[config.mk]
export PLATFORM = sky130hd
export DESIGN_NAME = line_sym_encoder
export DESIGN_NICKNAME = d
export VERILOG_FILES = /design/src/rtl/line_sym_pkg.sv /design/src/rtl/sym_map.sv /design/src/rtl/slot_timer.sv /design/src/rtl/nrzi_shifter.sv /design/src/rtl/line_sym_encoder.sv
export SDC_FILE = /design/constraint.sdc
export NUM_CORES = 1
export LEC_CHECK = 0
export ABC_CLOCK_PERIOD_IN_PS = 1700
export BUFFER_PORTS_ARGS = -buffer_cell sky130_fd_sc_hd__buf_2
export CORE_MARGIN = 2
export CORE_UTILIZATION = 25
export DETAILED_ROUTE_END_ITERATION = 8
export SETUP_SLACK_MARGIN = 0.15
export SYNTH_ARGS = -nofsm -noshare
export SYNTH_HDL_FRONTEND = slang
export SYNTH_SLANG_ARGS = --single-unit
[constraint.sdc]
create_clock -name clk -period 1.7 [get_ports clk]
set_input_delay 0.34 -clock clk [delete_from_list [all_inputs] [get_ports clk]]
set_output_delay 0.34 -clock clk [all_outputs]
set_load 0.005 [all_outputs]
[src/rtl/line_sym_pkg.sv]
package line_sym_pkg;

    localparam int NIB_W   = 4;
    localparam int SYM_W   = 5;
    localparam int NUM_DAT = 1 << NIB_W;
    localparam int NUM_SYM = NUM_DAT + 1;
    localparam int ESC_IDX = NUM_DAT;
    localparam int MAX_RUN = 5;

    typedef logic [NIB_W-1:0] nib_t;
    typedef logic [SYM_W-1:0] sym_t;
    typedef logic [NUM_SYM-1:0][SYM_W-1:0] sym_table_t;

    typedef struct packed {
        logic esc;
        nib_t data;
    } nib_item_t;

    // Index 16 holds the escape symbol; indices 0..15 hold the data symbols.
    localparam sym_table_t DEFAULT_TABLE = {
        5'b00010,
        5'b11111, 5'b11110, 5'b11101, 5'b10111,
        5'b11011, 5'b11010, 5'b11001, 5'b10010,
        5'b01111, 5'b01110, 5'b01101, 5'b00111,
        5'b01011, 5'b01010, 5'b01001, 5'b10101
    };

    function automatic sym_t sym_lookup(input sym_table_t tbl, input nib_item_t it);
        if (it.esc)
            return tbl[ESC_IDX];
        else
            return tbl[it.data];
    endfunction

endpackage

[src/rtl/sym_map.sv]
module sym_map
    import line_sym_pkg::*;
#(
    parameter sym_table_t TABLE = DEFAULT_TABLE
) (
    input  nib_item_t item,
    output sym_t      sym
);

    always_comb begin
        sym = sym_lookup(TABLE, item);
    end

endmodule

[src/rtl/slot_timer.sv]
module slot_timer
    import line_sym_pkg::*;
(
    input  logic clk,
    input  logic rst,
    output logic slot_end
);

    localparam int CNT_W = $clog2(SYM_W);
    localparam logic [CNT_W-1:0] LAST = CNT_W'(SYM_W - 1);

    logic [CNT_W-1:0] cnt;

    always_ff @(posedge clk) begin
        if (rst)
            cnt <= LAST;
        else if (cnt == LAST)
            cnt <= '0;
        else
            cnt <= cnt + 1'b1;
    end

    assign slot_end = (cnt == LAST);

    // a slot boundary is never followed directly by another one
    p_slot_gap_r2: assert property (@(posedge clk) disable iff (rst)
        slot_end |=> !slot_end);

    // the counter stays inside one symbol period
    p_cnt_range_r2: assert property (@(posedge clk) disable iff (rst)
        cnt <= LAST);

endmodule

[src/rtl/nrzi_shifter.sv]
module nrzi_shifter
    import line_sym_pkg::*;
(
    input  logic clk,
    input  logic rst,
    input  logic load,
    input  sym_t load_sym,
    output logic line
);

    sym_t sreg;

    always_ff @(posedge clk) begin
        if (rst) begin
            sreg <= '0;
            line <= 1'b0;
        end else if (load) begin
            line <= line ^ load_sym[SYM_W-1];
            sreg <= {load_sym[SYM_W-2:0], 1'b0};
        end else begin
            line <= line ^ sreg[SYM_W-1];
            sreg <= {sreg[SYM_W-2:0], 1'b0};
        end
    end

    // a zero bit leaves the line level untouched
    p_zero_holds_r6: assert property (@(posedge clk) disable iff (rst)
        (!load && !sreg[SYM_W-1]) |=> $stable(line));

    // a one bit always flips the line level
    p_one_flips_r6: assert property (@(posedge clk) disable iff (rst)
        (!load && sreg[SYM_W-1]) |=> (line != $past(line)));

endmodule

[src/rtl/line_sym_encoder.sv]
module line_sym_encoder
    import line_sym_pkg::*;
#(
    parameter sym_table_t SYM_TABLE = DEFAULT_TABLE
) (
    input  logic             clk,
    input  logic             rst,
    input  logic [NIB_W-1:0] nib_data,
    input  logic             nib_esc,
    input  logic             nib_valid,
    output logic             nib_ready,
    output logic             line_out,
    output logic             underrun
);

    logic      slot_end;
    nib_item_t item;
    sym_t      next_sym;

    slot_timer u_timer (
        .clk      (clk),
        .rst      (rst),
        .slot_end (slot_end)
    );

    // A missing nibble becomes an escape; the data field is then don't-care.
    always_comb begin
        item.esc  = nib_esc | ~nib_valid;
        item.data = nib_data;
    end

    sym_map #(.TABLE(SYM_TABLE)) u_map (
        .item (item),
        .sym  (next_sym)
    );

    nrzi_shifter u_shift (
        .clk      (clk),
        .rst      (rst),
        .load     (slot_end),
        .load_sym (next_sym),
        .line     (line_out)
    );

    always_ff @(posedge clk) begin
        if (rst)
            underrun <= 1'b0;
        else if (slot_end)
            underrun <= ~nib_valid;
    end

    assign nib_ready = slot_end;

    // Checks on the line and the handshake
    logic [3:0] run_len;
    logic       line_d;

    always_ff @(posedge clk) begin
        if (rst) begin
            run_len <= 4'd1;
            line_d  <= 1'b0;
        end else begin
            line_d <= line_out;
            if (line_out != line_d)
                run_len <= 4'd1;
            else if (run_len != 4'hF)
                run_len <= run_len + 1'b1;
        end
    end

    // the line level never sits still beyond the limit
    p_run_limit_r9: assert property (@(posedge clk) disable iff (rst)
        run_len <= 4'(MAX_RUN));

    // a slot with nothing offered is flagged as filler
    p_underrun_set_r7: assert property (@(posedge clk) disable iff (rst)
        (nib_ready && !nib_valid) |=> underrun);

    // an accepted nibble is never flagged as filler
    p_underrun_clr_r8: assert property (@(posedge clk) disable iff (rst)
        (nib_ready && nib_valid) |=> !underrun);

    // the flag holds steady for the whole symbol
    p_underrun_hold_r7: assert property (@(posedge clk) disable iff (rst)
        !nib_ready |=> $stable(underrun));

endmodule

# Word level (Yosys, flattened, before mapping)
# Memories as Yosys holds them, arrays and structs flattened.
# Cells that the tools add are included.
# totals
reg_bits,10
rom_bits,80
inputBits,8
out_inout_bits,3
n_memories,1
# op_classes
addsub,1
n_lt_le_gt_ge,1
eq_ne,1
mux,5
bitwise,4
reduce_logical,1
# memory_table
name,words,width,rd,rd_clocked_by_memory_dff,write_ports,line_no,text
(name not given),16,5,1,0,0,line_sym_pkg.sv:32,return tbl[it.data];
# op_table
cell,n
5-bit two-way mux,3
"4-bit by 6-bit < comparator with 1-bit output, second input constant",1
"3-bit by 1-bit adder with 3-bit output, second input constant",1
"3-bit equality test, second input constant",1
3-bit two-way mux,1
2-bit OR reduction,1
1-bit XOR,2
1-bit two-way mux,1
1-bit inverter,1
1-bit bitwise OR,1

# Longest topological paths before layout
# depth
ltp_word,5
ltp_mapped,6
mapped_depth_nobuf,6

# Hierarchy
# A second synthesis with hierarchy kept.
# hier_totals
cells_unflattened,48
hier_area_um2,439.2
# by_module_without_submodules
module,instances,cells_each,area_per_inst_um2,seq_area_each_um2
nrzi_shifter,1,17,197.7,100.1
slot_timer,1,13,137.6,60.1
sym_map,1,14,66.3,0.0
line_sym_encoder,1,4,37.5,20.0

# Least setup slack after synthesis
# No wires, ideal clock.
# synth_timing
path_kind,reg-to-reg
start,register u_timer.cnt[0]
end,register u_shift.line
t_arrival_ns,1.255
t_required_ns,1.579
setup_slack_ns,0.324
stages_incl_launch_ff,6
path_cell_list,dfxtp_1 inv_1 ha_1 and4b_2 o32ai_2 mux2_4
# synth_via
elab_chain_cells,2
# synth_lines
element,line_no,text
from (decl),slot_timer.sv:12,logic [CNT_W-1:0] cnt;
from (signal assigned),slot_timer.sv:20,cnt <= cnt + 1'b1;
3-bit equality test,slot_timer.sv:23,assign slot_end = (cnt == LAST);
1-bit two-way mux,nrzi_shifter.sv:17,end else if (load) begin
to (signal assigned),nrzi_shifter.sv:18,line <= line ^ load_sym[SYM_W-1];
to (signal assigned),nrzi_shifter.sv:21,line <= line ^ sreg[SYM_W-1];
to (decl),nrzi_shifter.sv:8,output logic line
# No other way between the ends.
# A chain may end at the register's enable or synchronous reset.

# Worst setup path in the final report
# Ends and elaborated chain as after synthesis.

==> results.txt <==
Slew Viols, Final: 0
Clock latency on the worst-skew pair: 260 ps
Clock H-tree levels: 1
Post-CTS Hold Buffers: 0
CORE AREA: 1510 µm²
GRT Overall Usage: 0.104
Synth Register Bits: 9
Cell row count: 14
Run status: finished clean
Max IR drop VDD: 0.418 mV
Number of synthesized flops with an enable pin: 0
Antenna violations before repair: 0
Filler cells: 160
Die area: 1960 µm²
Cell taking the most area after synthesis: dfxtp_1
Crit share post-route: 0.863
Starting Density: 0.269
Ys async rst share: 0
Leading post-synthesis cells by cell area: dfxtp_1 44%, ha_1 6.2%, inv_1 5.6%, a21oi_1 4.9%, o32ai_2 4.0%
DR WL/cell: 10.3 µm
First-pass GRT wire length: 1.44 mm
Min Tclk post-route: 1470 ps
Pleak: 0.244 nW
Slack of the critical path: 233 ps
Prevailing post-synth register cell: dfxtp_1
Nets: 71
Place WS: 242 ps
Layout cells sized above 1: 0.367
CP max FO: 4
Synth warnings: 0
Layout Area Growth over Synthesis: 31.8%
Synth Net Count: 56
Ant diodes: 0
Top cells by count, synth: 9 x dfxtp_1, 6 x inv_1, 4 x a21oi_1, 4 x nand2_1
Synthesized area: 405 µm²
Count leader, synth: dfxtp_1
Endpoints failing setup: 0
Worst EP required: 1850 ps
CTS clk-pin slew, worst paths: 70 ps
Vias in the first global route: 348
CTS tree: done
Max-cap violations: 0
CTS Buf Count: 3
Sequential fraction of the synthesis area: 0.444
Setup TNS: 0 ps
Buffers on Ports: 10
RSZ-0062 raised after global routing: false
Final hold vios: 0
CTS Sinks: 9
Largest net degree at the start of global routing: 9
Die Y: 44.3 µm
Post-detail-place hpwl: 576 µm
Initial drt markers: 2
DR vias/cell: 4.76
Die X: 44.3 µm
Crit end category: register
Crit path DAT: 1620 ps
Clock buffer depth: 2
Detail Route Antenna Nets: 0
Share of the synthesized area in the top cell type: 0.444
Grt total ovfl: 0
I/O pins: 11
Distinct cells, synth: 20
Syn_area_per_cell: 8.81 µm²
Detailed Routing Iterations Pass 1: 4
CP Class: reg -> reg
Slew HR: 0.756
Synth Instances: 46
Final GP Congestion: 0.746
Max Freq: 0.682 GHz
Startpoint types: register
Residual DRC: 0
Actual slew at the worst max-slew pin: 362 ps
DRT Wirelength: 783 µm
Clock root cell: clkbuf_4
Via count: 362
Clk_skew: 2.93 ps
Min-Delay Path Class: in -> reg
P per Cell Area: 1040 nW/µm²
metal layers:
layer / vias to the layer above / share of wire / track usage
li1: 184 / - / -
met1: 164 / 0.50 / 0.132
met2: 12 / 0.42 / 0.147
met3: 2 / 0.073 / 0.0612
met4: 0 / 0.011 / 0.0364
met5: - / 0 / 0
sequential cells by signal, summed over array words and instances, names as in the netlist:
signal	count
u_shift.sreg	4
underrun	1
u_timer.cnt	3
u_shift.line	1
final cells by class:
class | count | area (µm²) | area share
flip-flops and latches | 9 | 181 | 0.340
inverters | 6 | 22.5 | 0.0422
multi-input cells | 30 | 225 | 0.422
well taps | 16 | 20.0 | 0.0375
clock inverters | 1 | 5.00 | 0.00937
repair buffers | 11 | 57.6 | 0.108
clock buffers | 3 | 22.5 | 0.0422
logic make-up (layout without fill, tap and decap cells):
logic type	after synthesis	in the layout	synth area share
AOI/OAI and AO/OA	13	13	0.216
adders and majority gates	2	2	0.0617
buffers and inverters	7	21	0.0648
DFF	9	9	0.444
muxes	1	1	0.0370
and+or+nand+nor	14	14	0.176
placed cells by master, fill, tap and decap left out, types with 3 or more instances in the layout:
cell type and instances:
nand2_1 3, buf_2 10, nor3_1 3, inv_1 5, a21oi_1 4, o21ai_0 3, clkbuf_4 3, nor2_1 3
dfxtp_1 8
final timing paths:
path	from	to	slack, ps	cells after the start
worst min register to register	u_timer.cnt[0]	u_timer.cnt[0]	420	1
worst max-delay path	u_timer.cnt[0]	u_shift.line	230	6
worst min-delay path	nib_valid	underrun	270	2
worst max register to register	u_timer.cnt[0]	u_shift.line	230	6
repair_timing:
| action | 4_1_cts | 5_1_grt |
|---|---|---|
| resized for setup | 2 | 5 |
| endpoints found under the setup margin | 1 | 2 |
| pin swaps | 1 | 0 |
| setup buffers | 1 | 0 |
per-stage QoR:
step / hold WS (ps) / util / cells / total power [mW] / cell area, µm²
final: 268 / 0.355 / 76 / 0.558 / 534
after global placement: 423 / 0.313 / 71 / 0.363 / 472
after floorplan: 417 / - / 46 / 0.326 / 405
after CTS: 265 / 0.339 / 76 / 0.548 / 510
after global routing: 275 / 0.355 / 76 / 0.602 / 534
after detailed placement: 431 / 0.313 / 71 / 0.366 / 472
worst max-delay path, cell delays in order, from the launching register on:
cell and delay (ps):
dfxtp_2 330, inv_1 90, ha_4 160, nand2_2 60, buf_4 150, o32ai_4 250, mux2_4 320
report_power, final:
part / leakage (nW) / switching [mW] / internal (mW)
logic: 0.152 / 0.0702 / 0.0675
clock network: 0.0177 / 0.0804 / 0.0870
registers: 0.0744 / 0.0140 / 0.239
total: 0.244 / 0.165 / 0.393
(Power assumes the default switching activity.)
